<file path="src/rtl/uart_rx_pkg.sv">
package uart_rx_pkg;

    typedef enum logic [2:0] {
        ST_IDLE,
        ST_START,
        ST_DATA,
        ST_PAR,
        ST_STOP,
        ST_BRK
    } rx_state_t;

    localparam int OS_RATE  = 16;
    localparam int OS_CW    = $clog2(OS_RATE);
    localparam int FLAG_N   = 4;
    localparam int FLG_RDY  = 0;
    localparam int FLG_BRK  = 1;
    localparam int FLG_PERR = 2;
    localparam int FLG_FERR = 3;

    localparam logic [1:0] PAR_EVEN = 2'b01;
    localparam logic [1:0] PAR_ODD  = 2'b10;

endpackage

</file>
<file path="src/rtl/uart_rx_tick.sv">
module uart_rx_tick #(
    parameter int OS_DIV = 4
) (
    input  logic clk,
    input  logic rst_n,
    output logic os_tick
);

    localparam int CW = (OS_DIV > 1) ? $clog2(OS_DIV) : 1;

    generate
        if (OS_DIV <= 1) begin : g_every
            assign os_tick = 1'b1;
        end else begin : g_div
            localparam logic [CW-1:0] LAST = CW'(OS_DIV - 1);
            logic [CW-1:0] div_q;

            always_ff @(posedge clk or negedge rst_n) begin
                if (!rst_n) begin
                    div_q <= '0;
                end else if (div_q == LAST) begin
                    div_q <= '0;
                end else begin
                    div_q <= div_q + 1'b1;
                end
            end

            assign os_tick = (div_q == LAST);
        end
    endgenerate

endmodule

</file>
<file path="src/rtl/uart_rx_sync.sv">
module uart_rx_sync #(
    parameter int STAGES = 2
) (
    input  logic clk,
    input  logic rst_n,
    input  logic d_in,
    output logic d_out
);

    logic [STAGES-1:0] chain_q;

    generate
        for (genvar s = 0; s < STAGES; s++) begin : g_stage
            always_ff @(posedge clk or negedge rst_n) begin
                if (!rst_n) begin
                    chain_q[s] <= 1'b1;
                end else if (s == 0) begin
                    chain_q[s] <= d_in;
                end else begin
                    chain_q[s] <= chain_q[(s == 0) ? 0 : s-1];
                end
            end
        end
    endgenerate

    assign d_out = chain_q[STAGES-1];

endmodule

</file>
<file path="src/rtl/uart_rx_fsm.sv">
module uart_rx_fsm
    import uart_rx_pkg::*;
#(
    parameter int DATA_W = 8
) (
    input  logic              clk,
    input  logic              rst_n,
    input  logic              os_tick,
    input  logic              rxd,
    input  logic [1:0]        par_mode,
    input  logic              brk_end_fast,
    output logic              load_evt,
    output logic [FLAG_N-1:0] flag_set,
    output logic [DATA_W-1:0] word_out
);

    localparam int IDX_W = (DATA_W > 1) ? $clog2(DATA_W) : 1;
    localparam logic [IDX_W-1:0] LAST_IDX = IDX_W'(DATA_W - 1);
    localparam logic [OS_CW-1:0] MID_LOAD = OS_CW'(OS_RATE / 2);
    localparam logic [OS_CW-1:0] SMP_CNT  = OS_CW'(OS_RATE - 1);

    rx_state_t          state_q, state_d;
    logic [OS_CW-1:0]   os_cnt_q;
    logic [IDX_W-1:0]   bit_idx_q;
    logic [DATA_W-1:0]  shreg_q;
    logic               zero_q;
    logic               par_bit_q;
    logic               hi_seen_q;

    logic smp;
    logic par_en;
    logic par_exp;
    logic brk_end;

    assign smp     = os_tick && (os_cnt_q == SMP_CNT);
    assign par_en  = (par_mode == PAR_EVEN) || (par_mode == PAR_ODD);
    assign par_exp = (par_mode == PAR_EVEN) ? (^shreg_q) : ~(^shreg_q);
    assign brk_end = (state_q == ST_BRK) && os_tick && rxd
                     && (brk_end_fast || hi_seen_q);

    // next state
    always_comb begin
        state_d = state_q;
        unique case (state_q)
            ST_IDLE:  if (os_tick && !rxd) state_d = ST_START;
            ST_START: if (smp) state_d = rxd ? ST_IDLE : ST_DATA;
            ST_DATA:  if (smp && (bit_idx_q == LAST_IDX))
                          state_d = par_en ? ST_PAR : ST_STOP;
            ST_PAR:   if (smp) state_d = ST_STOP;
            ST_STOP:  if (smp) state_d = (!rxd && zero_q) ? ST_BRK : ST_IDLE;
            ST_BRK:   if (brk_end) state_d = ST_IDLE;
            default:  state_d = ST_IDLE;
        endcase
    end

    // state register
    always_ff @(posedge clk or negedge rst_n) begin
        if (!rst_n) begin
            state_q <= ST_IDLE;
        end else begin
            state_q <= state_d;
        end
    end

    // datapath registers
    always_ff @(posedge clk or negedge rst_n) begin
        if (!rst_n) begin
            os_cnt_q  <= '0;
            bit_idx_q <= '0;
            shreg_q   <= '0;
            zero_q    <= 1'b0;
            par_bit_q <= 1'b0;
            hi_seen_q <= 1'b0;
        end else if (os_tick) begin
            hi_seen_q <= (state_q == ST_BRK) && rxd;
            case (state_q)
                ST_IDLE: begin
                    if (!rxd) os_cnt_q <= MID_LOAD;
                end
                ST_START: begin
                    os_cnt_q <= os_cnt_q + 1'b1;
                    if (smp) begin
                        bit_idx_q <= '0;
                        zero_q    <= 1'b1;
                    end
                end
                ST_DATA: begin
                    os_cnt_q <= os_cnt_q + 1'b1;
                    if (smp) begin
                        shreg_q   <= {rxd, shreg_q[DATA_W-1:1]};
                        zero_q    <= zero_q && !rxd;
                        bit_idx_q <= bit_idx_q + 1'b1;
                    end
                end
                ST_PAR: begin
                    os_cnt_q <= os_cnt_q + 1'b1;
                    if (smp) begin
                        par_bit_q <= rxd;
                        zero_q    <= zero_q && !rxd;
                    end
                end
                ST_STOP: begin
                    os_cnt_q <= os_cnt_q + 1'b1;
                end
                default: begin
                end
            endcase
        end
    end

    // outputs
    always_comb begin
        load_evt = 1'b0;
        flag_set = '0;
        if ((state_q == ST_STOP) && smp) begin
            if (rxd) begin
                load_evt           = 1'b1;
                flag_set[FLG_RDY]  = 1'b1;
                flag_set[FLG_PERR] = par_en && (par_bit_q != par_exp);
            end else if (zero_q) begin
                flag_set[FLG_BRK]  = 1'b1;
            end else begin
                flag_set[FLG_FERR] = 1'b1;
            end
        end
        if (brk_end) flag_set[FLG_BRK] = 1'b1;
    end

    assign word_out = shreg_q;


    glitch_reject_chk: assert property (@(posedge clk) disable iff (!rst_n)
        (state_q == ST_START && os_tick && os_cnt_q == SMP_CNT && rxd)
        |=> (state_q == ST_IDLE));


    brk_enter_chk: assert property (@(posedge clk) disable iff (!rst_n)
        (state_q == ST_STOP && os_tick && os_cnt_q == SMP_CNT && !rxd && zero_q)
        |=> (state_q == ST_BRK));


    brk_no_load_chk: assert property (@(posedge clk) disable iff (!rst_n)
        (state_q == ST_BRK) |-> !load_evt);


    async_end_chk: assert property (@(posedge clk) disable iff (!rst_n)
        (state_q == ST_BRK && os_tick && rxd && !brk_end_fast && !hi_seen_q)
        |=> (state_q == ST_BRK));


    fast_end_chk: assert property (@(posedge clk) disable iff (!rst_n)
        (state_q == ST_BRK && os_tick && rxd && brk_end_fast)
        |=> (state_q == ST_IDLE));

endmodule

</file>
<file path="src/rtl/uart_rx_flags.sv">
module uart_rx_flags
    import uart_rx_pkg::*;
#(
    parameter int DATA_W = 8
) (
    input  logic              clk,
    input  logic              rst_n,
    input  logic              clr,
    input  logic [FLAG_N-1:0] flag_set,
    input  logic              load_evt,
    input  logic [DATA_W-1:0] word_in,
    output logic [FLAG_N-1:0] flags_out,
    output logic [DATA_W-1:0] data_out
);

    logic [DATA_W-1:0] data_q;

    generate
        for (genvar g = 0; g < FLAG_N; g++) begin : g_flag
            logic f_q;

            always_ff @(posedge clk or negedge rst_n) begin
                if (!rst_n) begin
                    f_q <= 1'b0;
                end else if (flag_set[g]) begin
                    f_q <= 1'b1;
                end else if (clr) begin
                    f_q <= 1'b0;
                end
            end

            assign flags_out[g] = f_q;


            clr_chk: assert property (@(posedge clk) disable iff (!rst_n)
                (clr && !flag_set[g]) |=> !flags_out[g]);
        end
    endgenerate

    always_ff @(posedge clk or negedge rst_n) begin
        if (!rst_n) begin
            data_q <= '0;
        end else if (load_evt) begin
            data_q <= word_in;
        end
    end

    assign data_out = data_q;


    data_hold_chk: assert property (@(posedge clk) disable iff (!rst_n)
        !$stable(data_q) |-> flags_out[FLG_RDY]);

endmodule

</file>
<file path="src/rtl/uart_brk_rx.sv">
module uart_brk_rx
    import uart_rx_pkg::*;
#(
    parameter int DATA_W      = 8,
    parameter int OS_DIV      = 4,
    parameter int SYNC_STAGES = 2
) (
    input  logic              clk,
    input  logic              rst_n,
    input  logic              rxd_in,
    input  logic [1:0]        par_mode,
    input  logic              brk_end_fast,
    input  logic              status_clr,
    output logic [DATA_W-1:0] rx_data,
    output logic              rx_ready,
    output logic              rx_break,
    output logic              rx_perr,
    output logic              rx_ferr
);

    logic              rxd_s;
    logic              os_tick;
    logic              load_evt;
    logic [FLAG_N-1:0] flag_set;
    logic [FLAG_N-1:0] flags;
    logic [DATA_W-1:0] word;

    uart_rx_sync #(.STAGES(SYNC_STAGES)) u_sync (
        .clk   (clk),
        .rst_n (rst_n),
        .d_in  (rxd_in),
        .d_out (rxd_s)
    );

    uart_rx_tick #(.OS_DIV(OS_DIV)) u_tick (
        .clk     (clk),
        .rst_n   (rst_n),
        .os_tick (os_tick)
    );

    uart_rx_fsm #(.DATA_W(DATA_W)) u_fsm (
        .clk          (clk),
        .rst_n        (rst_n),
        .os_tick      (os_tick),
        .rxd          (rxd_s),
        .par_mode     (par_mode),
        .brk_end_fast (brk_end_fast),
        .load_evt     (load_evt),
        .flag_set     (flag_set),
        .word_out     (word)
    );

    uart_rx_flags #(.DATA_W(DATA_W)) u_flags (
        .clk       (clk),
        .rst_n     (rst_n),
        .clr       (status_clr),
        .flag_set  (flag_set),
        .load_evt  (load_evt),
        .word_in   (word),
        .flags_out (flags),
        .data_out  (rx_data)
    );

    assign rx_ready = flags[FLG_RDY];
    assign rx_break = flags[FLG_BRK];
    assign rx_perr  = flags[FLG_PERR];
    assign rx_ferr  = flags[FLG_FERR];

endmodule

</file>
<file path="config.mk">
export PLATFORM = sky130hd
export DESIGN_NAME = uart_brk_rx
export DESIGN_NICKNAME = d
export VERILOG_FILES = /design/src/rtl/uart_rx_pkg.sv /design/src/rtl/uart_rx_tick.sv /design/src/rtl/uart_rx_sync.sv /design/src/rtl/uart_rx_fsm.sv /design/src/rtl/uart_rx_flags.sv /design/src/rtl/uart_brk_rx.sv
export SDC_FILE = /design/constraint.sdc
export NUM_CORES = 1
export LEC_CHECK = 0
export ABC_AREA = 1
export BUFFER_PORTS_ARGS = -buffer_cell sky130_fd_sc_hd__buf_2
export CAP_MARGIN = 20
export CORE_ASPECT_RATIO = 1.2
export CORE_MARGIN = 2
export CORE_UTILIZATION = 58
export DETAILED_ROUTE_END_ITERATION = 10
export PLACE_DENSITY = 0.81
export SLEW_MARGIN = 20
export SYNTH_ARGS = -nofsm -noshare
export SYNTH_HDL_FRONTEND = slang
export SYNTH_SLANG_ARGS = --single-unit
</file>
<file path="constraint.sdc">
create_clock -name clk -period 1.6 [get_ports clk]
set_input_delay 0.24 -clock clk [delete_from_list [all_inputs] [get_ports clk]]
set_output_delay 0.24 -clock clk [all_outputs]
set_load 0.05 [all_outputs]
</file>
==> run summary, run 1 <==
Register area share after synthesis - 0.499
Worst Setup Start Kind - register
Max Clock Skew - 7.52 ps
HPWL after DPL - 2.43 mm
Met2 routed WL - 1.61 mm
R2R Setup Slk - 110 ps
Crit-path cells - ha_1 -> nand4_4 -> nor2_4 -> nand2_4 -> nand2_1 -> o21ai_2
CTS Root Cell - clkbuf_4
Final Cycle Share - 0.932
Top sig layer - met4
Final Max Slew Viols - 0
Vias/cell - 5.04
Post-synth EDFFs - 0
I/O Buffers - 18
Initial core utilization - 0.609
Die width - 55.7 um
Mapped cell area - 0.00186 mm2
Die area - 0.00368 mm2
Final Wtd Congestion - 0.824
Async set or reset register ratio after synthesis - 1.00
Pleak - 0.00108 uW
Nets - 256
Yosys top cell by area - dfrtp_1
Worst endpoint required time - 1830 ps
Syn_nets - 229
Vias in the first global route - 1335
Routed via count - 1412
Most used DFF post-synth - dfrtp_1
Die height - 66.1 um
Outcome - completed
CP Capture Type - register
Antenna-violating nets left - 0
Yosys top cell area share - 0.470
Fin worst setup slack - 108 ps
Final worst path period need - 1490 ps
H-Tree Depth - 2
ANT cells - 0
CTS Sinks - 37
Avg Inst Size Synth - 8.58 um2
Final Total Pwr - 2060 uW
FMAX - 0.670 GHz
I/O Pins - 19
Post-synth cell types - 28
Routed met3 length - 122 um
Most frequent cell after synthesis - nand2_1
Final Hold Fails - 0
Clk buf depth - 2
Worst rel slew slack - 0.821
Routed Wire Length - 3.36 mm
Worst-path clk slew - 100 ps
Synth warn - 0
Core area - 0.00306 mm2
Post-Syn Instances - 217
First DRT Iteration DRCs - 54
Seq cells post-synth - 37
Share of cells above drive strength 1 - 0.201
Crit-path slowest cell - dfrtp_1
CTS tree - done
Met1 wire length - 1.56 mm
Drt drc - 0
Largest net degree at the start of global routing - 38
Worst vdd ir - 0.950 mV
GRT Overall Usage - 0.208
Wire length per cell - 12.0 um
Actual slew at the worst max-slew pin - 269 ps
Max-cap violations - 0
Total grt overflow - 0
Pwr dens - 986 mW/mm2
CTS buffer count - 5
Row count - 22
CP Class - reg -> reg
Top cells by area, synth - dfrtp_1, nand2_1, inv_1
First-pass GRT wire length - 5.89 mm
Endpoints failing setup - 0
Synth-to-layout area growth - 12.2%
Skew-Pair Late Insertion Delay - 330 ps
Pre-CTS setup slack - 78.9 ps
Critical-path maximum fanout - 18
Critical path arrival - 1720 ps
Synth top cells by count - nand2_1, dfrtp_1, inv_1
Worst Hold Class - in -> reg
Max stage delay on crit path - 400 ps
Initial antenna violation count - 0
Pre-Repair DR Iteration Count - 4
## repair_timing
item	4_1_cts	5_1_grt
setup buffers	0	1
hold buffers	2	0
gates resized for setup	0	1
endpoints found under the setup margin	0	24
hold endpoints to repair	36	0
## layer usage
layer  up-vias  track usage
li1        750            -
met4         0       0.0915
met1       630        0.275
met3         5       0.0470
met5         -            0
met2        27        0.330
## stage by stage
step / instances / area [um2] / setup TNS (ps) / hold WS, ps / utilization
2_1_floorplan: 217 / 1860 / 0 / -55.6 / -
3_3_place_gp: 270 / 1990 / 0 / 216 / 0.652
3_5_place_dp: 270 / 1990 / 0 / 215 / 0.652
4_1_cts: 279 / 2070 / 0 / 167 / 0.676
5_1_grt: 280 / 2090 / -12.5 / 175 / 0.683
6_report: 280 / 2090 / 0 / 175 / 0.683
## final timing paths
| kind | endpoint | startpoint | depth (start not counted) |
|---|---|---|---|
| setup / recovery | u_flags.data_out[2] | u_fsm.os_cnt_q[0] | 6 |
| hold / removal | u_flags.g_flag[0].f_q | status_clr | 4 |
| setup reg to reg | u_flags.data_out[2] | u_fsm.os_cnt_q[0] | 6 |
| hold reg to reg | u_sync.d_out | u_sync.chain_q[0] | 0 |
| max in group asynchronous | u_sync.chain_q[0] | rst_n | 3 |
| min in group asynchronous | u_fsm.hi_seen_q | rst_n | 3 |
## registers in the layout, indices dropped and copies added, names as in the netlist
name and flops:
u_flags.data_out 8, u_fsm.word_out 8, u_flags.g_flag.f_q 4, u_fsm.os_cnt_q 4
u_fsm.bit_idx_q 3, u_fsm.state_q 3, u_tick.g_div.div_q 2, u_fsm.hi_seen_q 1
u_fsm.par_bit_q 1, u_fsm.zero_q 1, u_sync.chain_q 1, u_sync.d_out 1
## final cells by class
cell class                      count  area [um2]
Timing Repair Buffer               23         158
Multi-Input combinational cell    148         793
Fill cell                         243         967
Clock buffer                        7        55.1
Sequential cell                    37         928
Tap cell                           36        45.0
Inverter                           29         109
## power breakdown
part	internal (uW)	total, uW	switching, uW
Sequential	1020	1120	102
Clock	207	488	280
Combinational	152	455	302
Total	1380	2060	684
## critical path, delay by kind of cell (launching register included)
family                   cells  cell delay (ps)
AND/OR/NAND/NOR              4              670
flip-flops                   1              400
adder cells (fa/ha/maj)      1              250
AO/OA/AOI/OAI                1               50
## layout by cell type (no fill, tap or decap), drive strengths merged
master and count:
nand2 69, dfrtp 35, inv 29, o21ai 26, buf 21, nor2 16, nand3 10, a21oi 7
clkbuf 7, ha 5, nand4 4, nor3 2, a22o 2, dlygate4sd3 2, dfstp 2, xnor2 1
nand3b 1, or2 1, a211o 1, a31oi 1, a32o 1, o211ai 1
## cell families (layout without fill, tap and decap cells)
kind of cell,after synthesis,after routing,synth area share
AND/OR/NAND/NOR,103,103,0.253
XOR/XNOR,1,1,0.00471
flip-flops,37,37,0.499
buffers and inverters,32,59,0.0766
adder cells (fa/ha/maj),5,5,0.0336
AO/OA/AOI/OAI,39,39,0.134
No activity file was read; power rests on OpenSTA's default activity.
==> run 2: changes to the inputs <==
--- a/config.mk
+++ b/config.mk
@@ -12,7 +12,7 @@
 export CORE_MARGIN = 2
 export CORE_UTILIZATION = 58
 export DETAILED_ROUTE_END_ITERATION = 10
-export PLACE_DENSITY = 0.81
+export PLACE_DENSITY = 0.85
 export SLEW_MARGIN = 20
 export SYNTH_ARGS = -nofsm -noshare
 export SYNTH_HDL_FRONTEND = slang
==> run summary, run 2 (same netlist as run 1, synthesis figures left out) <==
Outcome - completed
HPWL after DPL - 2.45 mm (+0.89%)
I/O Pins - 19 (unchanged)
CTS tree - done
Final Cycle Share - 0.923 (-0.00924)
CTS Root Cell - clkbuf_4
Initial core utilization - 0.609 (unchanged)
HP Start - brk_end_fast
Commonest non-fill, non-tap cells in the layout - nand2_1, dfrtp_1, inv_1
Row count - 22 (unchanged)
Clk buf depth - 2 (unchanged)
Worst Hold Class - in -> reg
Commonest non-fill, non-tap cell in the layout - nand2_1
Vias/cell - 5.20 (+3.2%)
FMAX - 0.677 GHz (+1.0%)
Actual slew at the worst max-slew pin - 456 ps (+188 ps)
Crit. Startpoint - u_fsm.state_q[0]
Flop pwr share - 0.495 (-0.048)
Layout Cells excl Fill - 281 (+0.36%)
Drt drc - 0 (unchanged)
Routed Wire Length - 3.51 mm (+4.5%)
ANT cells - 0 (unchanged)
Clock power frac - 0.302 (+0.065)
Worst vdd ir - 0.800 mV (-16%)
Synth-to-layout area growth - 14.1%
Initial antenna violation count - 0 (unchanged)
Internal power - 1540 uW (+12%)
Final worst path period need - 1480 ps (-14.8 ps)
Worst Setup Start Kind - register
First DRT Iteration DRCs - 67 (+24%)
First-pass GRT wire length - 5.95 mm (+1.1%)
Pleak - 0.00109 uW (+0.44%)
Max-cap violations - 0 (unchanged)
Pre-CTS setup slack - 74.3 ps (-4.57 ps)
RSZ-0062 raised after global routing - yes
CTS buffer count - 5 (unchanged)
R2R Setup Slk - 120 ps (about the same)
Worst endpoint required time - 1890 ps (+60 ps)
GRT Overall Usage - 0.211 (+0.00298)
Fin worst setup slack - 123 ps (+14.8 ps)
Final Wtd Congestion - 0.856 (+3.9%)
I/O Buffers - 18 (unchanged)
Reg2reg end - u_fsm.state_q[2]
Cell count of the worst reg-to-reg path - 9 (+3)
Antenna-violating nets left - 0 (unchanged)
Largest net degree at the start of global routing - 38 (unchanged)
Critical-path maximum fanout - 8 (-10)
Wire length per cell - 12.5 um (+4.1%)
Net Sw Frac - 0.320 (-0.0127)
Total grt overflow - 0 (unchanged)
Final Total Pwr - 2260 uW (+9.8%)
Skew-Pair Late Insertion Delay - 340 ps (about the same)
Die height - 66.1 um (unchanged)
Share of cells above drive strength 1 - 0.204 (+0.00326)
Worst-path clk slew - 110 ps (about the same)
Pre-Repair DR Iteration Count - 4 (unchanged)
Switching Power - 722 uW (+5.6%)
Max Clock Skew - 5.33 ps (-2.19 ps)
CTS Sinks - 37 (unchanged)
Core area - 0.00306 mm2 (unchanged)
Routed via count - 1462 (+3.5%)
Nets - 256 (unchanged)
Worst setup endpoint - u_fsm.state_q[2]
Final Hold Fails - 0 (unchanged)
CP Class - reg -> reg
Pwr dens - 1060 mW/mm2 (+7.9%)
H-Tree Depth - 2 (unchanged)
Worst rel slew slack - 0.696 (-0.125)
CP Capture Type - register
Endpoints failing setup - 0 (unchanged)
Critical path arrival - 1770 ps (+50 ps)
Placed instance count - 270 (unchanged)
Die width - 55.7 um (unchanged)
Die area - 0.00368 mm2 (unchanged)
Layout fillers - 256 (+5.3%)
Final Max Slew Viols - 0 (unchanged)
R2R Path Start - u_fsm.state_q[0]
Comb pwr share - 0.203 (-0.018)
Vias in the first global route - 1377 (+3.1%)
[run 2: changes by cell type in the layout (fill, tap and decap cells not counted)]
| cell | previous run | this run |
|---|---|---|
| ha_4 | 0 | 1 |
| ha_2 | 1 | 0 |
| buf_4 | 1 | 2 |
| bufinv_16 | 0 | 1 |
| nand2_4 | 1 | 0 |
| buf_12 | 2 | 1 |
| nand2_8 | 0 | 1 |
[run 2: how the worst min path moves through the flow]
stage / end / slack [ps] / cells after the start
finish: u_flags.g_flag[1].f_q / 190 / 3
global route: u_flags.g_flag[1].f_q / 190 / 3
CTS: u_flags.g_flag[1].f_q / 180 / 3
detailed placement: u_fsm.os_cnt_q[3] / 310 / 2
global placement: u_fsm.os_cnt_q[2] / 300 / 2
floorplan: u_flags.data_out[0] / -60 / 0
[run 2: worst max-delay path, stage by stage (launching register included)]
cell and delay (ps):
dfrtp_1 490, nor2_2 240, nand2_2 110, inv_1 80
o21ai_0 70, o21ai_0 90, inv_1 130, nand3_2 100
nand2_1 50, nand2_1 60
[run 2: layer usage]
layer	track usage	up-vias	part of all wire
met5	0	-	0
met4	0.0732	0	0.019
met3	0.0587	8	0.038
met2	0.385	32	0.50
met1	0.237	672	0.44
li1	-	750	-
[run 2: power groups by stage]
| stage | sequential [uW] | clock [uW] | combinational, uW |
|---|---|---|---|
| after CTS | 1110 | 697 | 457 |
| after global placement | 1130 | 0 | 436 |
| after floorplan | 1100 | 0 | 384 |
| after detailed placement | 1130 | 0 | 449 |
| final | 1120 | 682 | 459 |
| after global routing | 1130 | 727 | 517 |
[run 2: area by class of cell]
type                    count  area [um2]  share of cell area
well taps                  36        45.0              0.0212
multi-input cells         148         812               0.382
repair buffers             23         145              0.0683
inverters                  29         109              0.0512
flip-flops and latches     37         928               0.437
clock inverters             1        30.0              0.0141
clock buffers               7        55.1              0.0259
[run 2: repair_timing]
action,CTS,global route
hold buffers,2,0
resized for setup,0,3
endpoints found under the setup margin,0,24
buffers inserted,0,1
hold endpoints to repair,36,0
[run 2: metrics by stage]
step	area, um2	setup TNS (ps)	util	hold WS, ps
6_report	2120	0	0.695	193
5_1_grt	2120	-34.1	0.695	195
4_1_cts	2080	0	0.682	175
3_5_place_dp	1980	0	0.647	307
3_3_place_gp	1980	0	0.647	302
2_1_floorplan	1860	0	-	-55.6
